### config.mk
export PLATFORM = sky130hd
export DESIGN_NAME = snoop_arbiter
export DESIGN_NICKNAME = d
export VERILOG_FILES = /design/src/rtl/snoop_arbiter.sv
export SDC_FILE = /design/constraint.sdc
export NUM_CORES = 1
export LEC_CHECK = 0
export ABC_CLOCK_PERIOD_IN_PS = 1500
export BUFFER_PORTS_ARGS = -buffer_cell sky130_fd_sc_hd__buf_4
export CORE_AREA = 3 3 40 42
export CTS_CLUSTER_DIAMETER = 120
export DETAILED_ROUTE_END_ITERATION = 6
export DIE_AREA = 0 0 43 45
export PLACE_DENSITY = 0.44
export SYNTH_ARGS = -nofsm -noshare
export SYNTH_HDL_FRONTEND = slang
export SYNTH_SLANG_ARGS = --single-unit
### constraint.sdc
create_clock -name clk -period 1.5 [get_ports clk]
set_input_delay 0.15 -clock clk [delete_from_list [all_inputs] [get_ports clk]]
set_output_delay 0.15 -clock clk [all_outputs]
set_load 0.02 [all_outputs]
### src/rtl/snoop_arbiter.sv
module snoop_arbiter #(
  parameter int HIT_WINDOW = 4,
  parameter bit EARLY_HOLD = 1'b0
) (
  input  logic clk,
  input  logic rst,
  input  logic xm_strobe_n,
  input  logic xm_write,
  input  logic cpu_hitmod_n,
  input  logic cpu_strobe_n,
  input  logic cpu_hold_ack,
  output logic snoop_strobe_n,
  output logic snoop_inv,
  output logic cpu_hold,
  output logic xm_backoff_n
);
  localparam int CW = $clog2(HIT_WINDOW + 1);

  typedef enum logic [1:0] {S_IDLE, S_SNOOP, S_WB, S_REGAIN} st_t;
  st_t st, st_nx;
  logic [CW-1:0] cnt;
  logic strobe_ok, wb_done;

  assign strobe_ok      = (st == S_IDLE) && cpu_hold_ack && !xm_strobe_n;
  assign snoop_strobe_n = !strobe_ok;
  assign snoop_inv      = strobe_ok && xm_write;
  assign cpu_hold       = (st != S_WB);
  assign xm_backoff_n   = (st == S_IDLE) || (st == S_SNOOP);
  assign wb_done        = EARLY_HOLD ? (cpu_hitmod_n || !cpu_strobe_n) : cpu_hitmod_n;

  always_comb begin
    st_nx = st;
    case (st)
      S_IDLE:   if (strobe_ok) st_nx = S_SNOOP;
      S_SNOOP:  if (!cpu_hitmod_n) st_nx = S_WB;
                else if (cnt == CW'(HIT_WINDOW - 1)) st_nx = S_IDLE;
      S_WB:     if (wb_done) st_nx = S_REGAIN;
      S_REGAIN: if (cpu_hold_ack && cpu_hitmod_n) st_nx = S_IDLE;
      default:  st_nx = S_IDLE;
    endcase
  end

  always_ff @(posedge clk) begin
    if (rst) begin
      st  <= S_IDLE;
      cnt <= '0;
    end else begin
      st  <= st_nx;
      cnt <= (st == S_SNOOP) ? cnt + 1'b1 : '0;
    end
  end

  p_snoop_gate_r2: assert property (@(posedge clk) disable iff (rst)
    !snoop_strobe_n |-> (!xm_strobe_n && cpu_hold_ack && cpu_hold && xm_backoff_n));

  p_hit_abort_r4: assert property (@(posedge clk) disable iff (rst)
    (st == S_SNOOP && !cpu_hitmod_n) |=> (!cpu_hold && !xm_backoff_n));

  p_backoff_cause_r4: assert property (@(posedge clk) disable iff (rst)
    (!$past(rst) && $fell(xm_backoff_n)) |-> !$past(cpu_hitmod_n));

  p_release_after_ack_r8: assert property (@(posedge clk) disable iff (rst)
    (!$past(rst) && $rose(xm_backoff_n)) |-> ($past(cpu_hold_ack) && $past(cpu_hold)));

  generate
    if (!EARLY_HOLD) begin : g_late
      p_hold_low_r6: assert property (@(posedge clk) disable iff (rst)
        (!cpu_hold && !cpu_hitmod_n) |=> !cpu_hold);
    end
  endgenerate
endmodule

==> flow_metrics.py, run 1 <==
metrics = {
    "run_status": {
        "outcome": "finished clean",
    },
    "worst_setup_path": {
        "critical_path.top_delay_family": "simple AND/OR/NAND/NOR gates",
        "path_class": "reg2out",
        "critPathRequiredTime_ns": 1.35,
        "critPathBufInv": 1,
        "cp.arrival_ns": 1.33,
        "start_kind": "flip-flop",
        "critPathCaptureType": "output pin",
        "crit_fanout": 3,
        "slowest_stage": "or4b_4",
        "r2r_cells": 2,
        "crit_chain": "or4b_4 > nor2_4 > buf_6",
        "worstSetupPathDepth": 3,
        "max_stage_delay_ns": 0.54,
    },
    "grt": {
        "grt_use_total_pct": 6.00,
        "grt_pass1_wl_um": 828,
        "grt.overflow.total": 0,
        "grt_max_degree": 7,
        "antenna_found_initial": 0,
        "grt_pass1_vias": 209,
    },
    "placed_design": {
        "hpwl_um": 391,
        "portBuffers": 9,
        "dp_slack_ns": 0.264,
        "gp_congestion": 0.697,
    },
    "detailed_routing": {
        "firstDrtPassIters": 2,
        "avgRoutedWirePerCell_um": 8.46,
        "drt_iter0_drc": 3,
        "route.detailed.drc": 0,
        "wirelength_um": 482,
        "ant_nets": 0,
        "vias": 213,
        "via_per_inst": 3.74,
    },
    "final_layout": {
        "synthToLayoutAreaGrowth_pct": 61.2,
        "final_cell_mix": "buf_4, nor2_1, dfxtp_1",
        "drive_above_1_share_pct": 40.5,
        "antennaDiodeCount": 0,
        "multi_input_area_um2": 125,
        "final-seq-area_um2": 101,
        "layout_commonest_cell": "buf_4",
        "fin_nets": 52,
        "fillers": 144,
    },
    "cts": {
        "cts_hold_buffers": 0,
        "h-tree-depth": 1,
        "root_buffer": "clkbuf_4",
        "cts_setup_buffers": 0,
        "cts_tree": "built",
        "clockBufferDepth": 2,
        "clkTransAtPathRegs_ns": 0.04,
        "clock-sinks": 5,
        "clock_latency_ns": 0.24,
        "cts_buffers": 3,
    },
    "flow_run": {
        "maxCapViolations": 0,
    },
    "min_path": {
        "holdCritPathClass": "in2reg",
        "holdPathStages": 2,
    },
    "timing": {
        "timing.final.ws_setup_ns": 0.0180,
        "finalCriticalPeriod_ns": 1.48,
        "timing.slew.headroom_pct": 91.1,
        "setup_viol_count_final": 0,
        "worst_slew_pin_slew_ns": 0.132,
        "fin_skew_ns": 0.00342,
        "grt_setup_unrepaired": "yes",
        "slew_violations": 0,
        "fmax_mhz": 675,
        "fin_crit_sh_pct": 98.8,
        "hold_viol": 0,
    },
    "floorplanning": {
        "core_area_um2": 1280,
        "initial_core_util_pct": 17.8,
        "ios": 11,
        "die_h_um": 45,
        "fp-row-count": 13,
        "die_area_um2": 1940,
        "fp.dieW_um": 43,
    },
    "yosys": {
        "synthCells": 27,
        "synth_cell_types": 13,
        "synth_top_cell_by_area": "dfxtp_1",
        "ys_seq_area_share_pct": 43.7,
        "netlist.area_leader.share_pct": 43.7,
        "synth_edf_count": 0,
        "synth-seq-cells": 5,
        "synth_area_per_cell_um2": 8.48,
        "synth_warnings": 0,
        "async_reset_ff_share_pct": 0,
        "synth_top_flop_cell": "dfxtp_1",
        "syn_nets": 36,
        "netlist_area_um2": 229,
        "ys_top_cells_by_area": "dfxtp_1, ha_1, nor2_1",
    },
    "pwr": {
        "power_w": 0.000354,
        "power_density_nw_per_um2": 958,
        "ir_drop_v": 0.000474,
        "leakagePower_nw": 0.167,
    },
}
## worst reg2reg max path, cell delays in order, from the launching register on
cell	delay (ns)
dfxtp_2	0.31
or4b_4	0.54
a31oi_1	0.14
## repair_timing
item | 4_1_cts | 5_1_grt
resized for setup | 0 | 4
pin swaps | 2 | 0
endpoints found under the setup margin | 1 | 1
## final cells by class
| cell class | instances | area share [%] |
|---|---|---|
| inverters | 3 | 3.05 |
| repair buffers | 11 | 23.4 |
| multi-input cells | 19 | 33.9 |
| well taps | 15 | 5.08 |
| clock buffers | 4 | 7.12 |
| flip-flops and latches | 5 | 27.5 |
## synthesized netlist by cell type (2+ instances only)
cell type	count
inv_1	3
dfxtp_1	5
nor2b_1	2
nor2_1	5
ha_1	2
nand2_1	3
## worst paths after layout
kind	from	to	slack, ns
setup / recovery	flip-flop	snoop_inv	0.02
hold / removal	rst	flip-flop	0.07
setup reg to reg	flip-flop	st[0]	0.44
hold reg to reg	cnt[0]	cnt[0]	0.42
## cell families after synthesis
logic type,count (synthesis),synth area share [%]
adders and majority gates,2,10.9
and+or+nand+nor,13,30.1
AOI/OAI and AO/OA,4,10.4
buffers and inverters,3,4.92
DFF,5,43.7
## per-stage QoR
step	hold slack, ns	TNS (ns)	std cells	cell area [um2]	util [%]
after floorplan	0.222	0	27	229	-
after global placement	0.329	0	53	330	25.7
after detailed placement	0.327	0	53	330	25.7
after CTS	0.0674	0	57	357	27.8
after global routing	0.0640	-0.0340	57	369	28.7
final	0.0699	0	57	369	28.7
## routing by layer
layer  GRT usage (%)  part of all wire [%]
met1            6.02                    42
met2            9.58                    53
met3            4.78                   5.2
met4            1.81                     0
met5               0                     0
## report_power, final
part	total [W]	switching, W	internal, W
clock	0.000154	0.0000540	0.000100
combinational	0.0000578	0.0000271	0.0000308
sequential	0.000141	0.00000271	0.000139
total	0.000354	0.0000837	0.000270
Power figures use the tool's default switching activity.
==> run 2, diff against run 1 <==
- RECOVER_POWER: not set -> 50
==> run 2 against run 1 <==
Routed wire length decreased by 0.41%. Register-to-register slack barely moved. Clock skew about the same. Non-clock buffer count unchanged. Combinational power shrank 3%. Via count is the same. Sequential power hardly changed. Critical path type unchanged. Final cell count stayed put. Global-route usage did not move. Clock power hardly changed. Sequential share of layout area grew 0.28 points.
==> flow_metrics.py, run 2 (synthesized netlist as in run 1, its figures left out) <==
metrics = {
    "worst_setup_path": {
        "cp.arrival_ns": 1.33,
        "critPathCaptureType": "output pin",
        "r2r_cells": 5,
        "path_class": "reg2out",
        "r2r_start": "cnt[0]",
        "reg2reg_slack_ns": 0.44,
        "critical_path.top_delay_family": "simple AND/OR/NAND/NOR gates",
        "critPathRequiredTime_ns": 1.35,
        "slowest_stage": "or4b_4",
        "worstSetupPathDepth": 3,
        "start_kind": "flip-flop",
        "worstSetupEndpoint": "snoop_inv",
        "r2r_end": "st[0]",
        "max_stage_delay_ns": 0.54,
        "critPathBufInv": 1,
        "crit_chain": "or4b_4 > nor2_4 > buf_6",
        "crit_fanout": 3,
    },
    "timing": {
        "worst_slew_pin_slew_ns": 0.205,
        "fmax_mhz": 675,
        "fin_skew_ns": 0.00340,
        "timing.slew.headroom_pct": 86.3,
        "setup_viol_count_final": 0,
        "slew_violations": 0,
        "fin_crit_sh_pct": 98.7,
        "hold_viol": 0,
        "holdWs_ns": 0.0699,
        "grt_setup_unrepaired": "yes",
        "fin_tns_setup_ns": 0,
        "timing.final.ws_setup_ns": 0.0189,
        "finalCriticalPeriod_ns": 1.48,
    },
    "cts": {
        "clkTransAtPathRegs_ns": 0.04,
        "clockBufferDepth": 2,
        "clock_latency_ns": 0.24,
        "cts_setup_buffers": 0,
        "cts_tree": "built",
        "clock-sinks": 5,
        "root_buffer": "clkbuf_4",
        "h-tree-depth": 1,
        "cts_buffers": 3,
    },
    "pwr": {
        "power_density_nw_per_um2": 963,
        "ir_drop_v": 0.000474,
        "leakagePower_nw": 0.163,
    },
    "grt": {
        "grt.overflow.total": 0,
        "grt_pass1_vias": 209,
        "grt_use_total_pct": 6.00,
        "grt_pass1_wl_um": 828,
        "antenna_found_initial": 0,
        "grt_max_degree": 7,
    },
    "floorplanning": {
        "die_area_um2": 1940,
        "ios": 11,
        "fp.dieW_um": 43,
        "die_h_um": 45,
        "core_area_um2": 1280,
        "initial_core_util_pct": 17.8,
        "fp-row-count": 13,
    },
    "detailed_routing": {
        "vias": 213,
        "drt_iter0_drc": 3,
        "ant_nets": 0,
        "firstDrtPassIters": 2,
        "avgRoutedWirePerCell_um": 8.42,
        "wirelength_um": 480,
        "via_per_inst": 3.74,
        "route.detailed.drc": 0,
    },
    "placed_design": {
        "dp_slack_ns": 0.264,
        "place_area_um2": 330,
        "portBuffers": 9,
        "hpwl_um": 391,
        "gp_congestion": 0.697,
        "placed_cells": 53,
    },
    "min_path": {
        "hp-start": "rst",
        "holdCritPathClass": "in2reg",
    },
    "flow_run": {
        "maxCapViolations": 0,
    },
    "final_layout": {
        "final_cells": 57,
        "layout_commonest_cell": "buf_4",
        "fin_nets": 52,
        "synthToLayoutAreaGrowth_pct": 59.6,
        "antennaDiodeCount": 0,
        "final_area_um2": 365,
        "final_cell_mix": "buf_4, nor2_1, dfxtp_1",
        "fillers": 144,
        "drive_above_1_share_pct": 38.1,
    },
    "run_status": {
        "outcome": "finished clean",
    },
}
## run 2: cell types whose count changed in the layout (fill, tap and decap cells not counted)
cell / change
buf_4: -1
clkbuf_1: +1
## run 2: timing repair
item	CTS	global route
pin swaps	2	0
hold buffers	0	0
gates resized for setup	0	4
endpoints found under the setup margin	1	1
## run 2: routing by layer
layer	GRT usage (%)	up-vias	routed length, um
li1	-	120	-
met1	6.02	89	198
met2	9.58	4	256
met3	4.78	0	25
met4	1.81	0	0
met5	0	-	0
## run 2: worst register-to-register path, stage by stage (launching register included)
cell	delay, ns
dfxtp_1	0.31
ha_1	0.19
ha_1	0.18
nor2b_1	0.09
o21ai_0	0.07
a31oi_1	0.16
## run 2: power by group
part	switching, W	leakage [nW]	internal, W
Clock	0.0000540	0.0150	0.000100
Sequential	0.00000261	0.0411	0.000139
Combinational	0.0000270	0.107	0.0000291
## run 2: area by class of cell
class / instances / area (um2) / share of cell area (%)
clock buffers: 4 / 26.3 / 7.19
inverters: 3 / 11.3 / 3.08
repair buffers: 11 / 82.6 / 22.6
well taps: 15 / 18.8 / 5.14
multi-input cells: 19 / 125 / 34.2
flip-flops and latches: 5 / 101 / 27.7
## run 2: metrics by stage
step	total power, W	util, %
finish	0.000352	28.4
global route	0.000380	28.4
CTS	0.000361	27.8
detailed placement	0.000198	25.7
global placement	0.000199	25.7
floorplan	0.000169	-
## run 2: worst min path at each step
stage                            to  slack [ns]  cells after the start
final                     flip-flop        0.07                      2
after CTS                 flip-flop        0.07                      2
after global placement    flip-flop        0.33                      2
after detailed placement  flip-flop        0.33                      2
after global routing      flip-flop        0.06                      2
after floorplan           flip-flop        0.22                      1
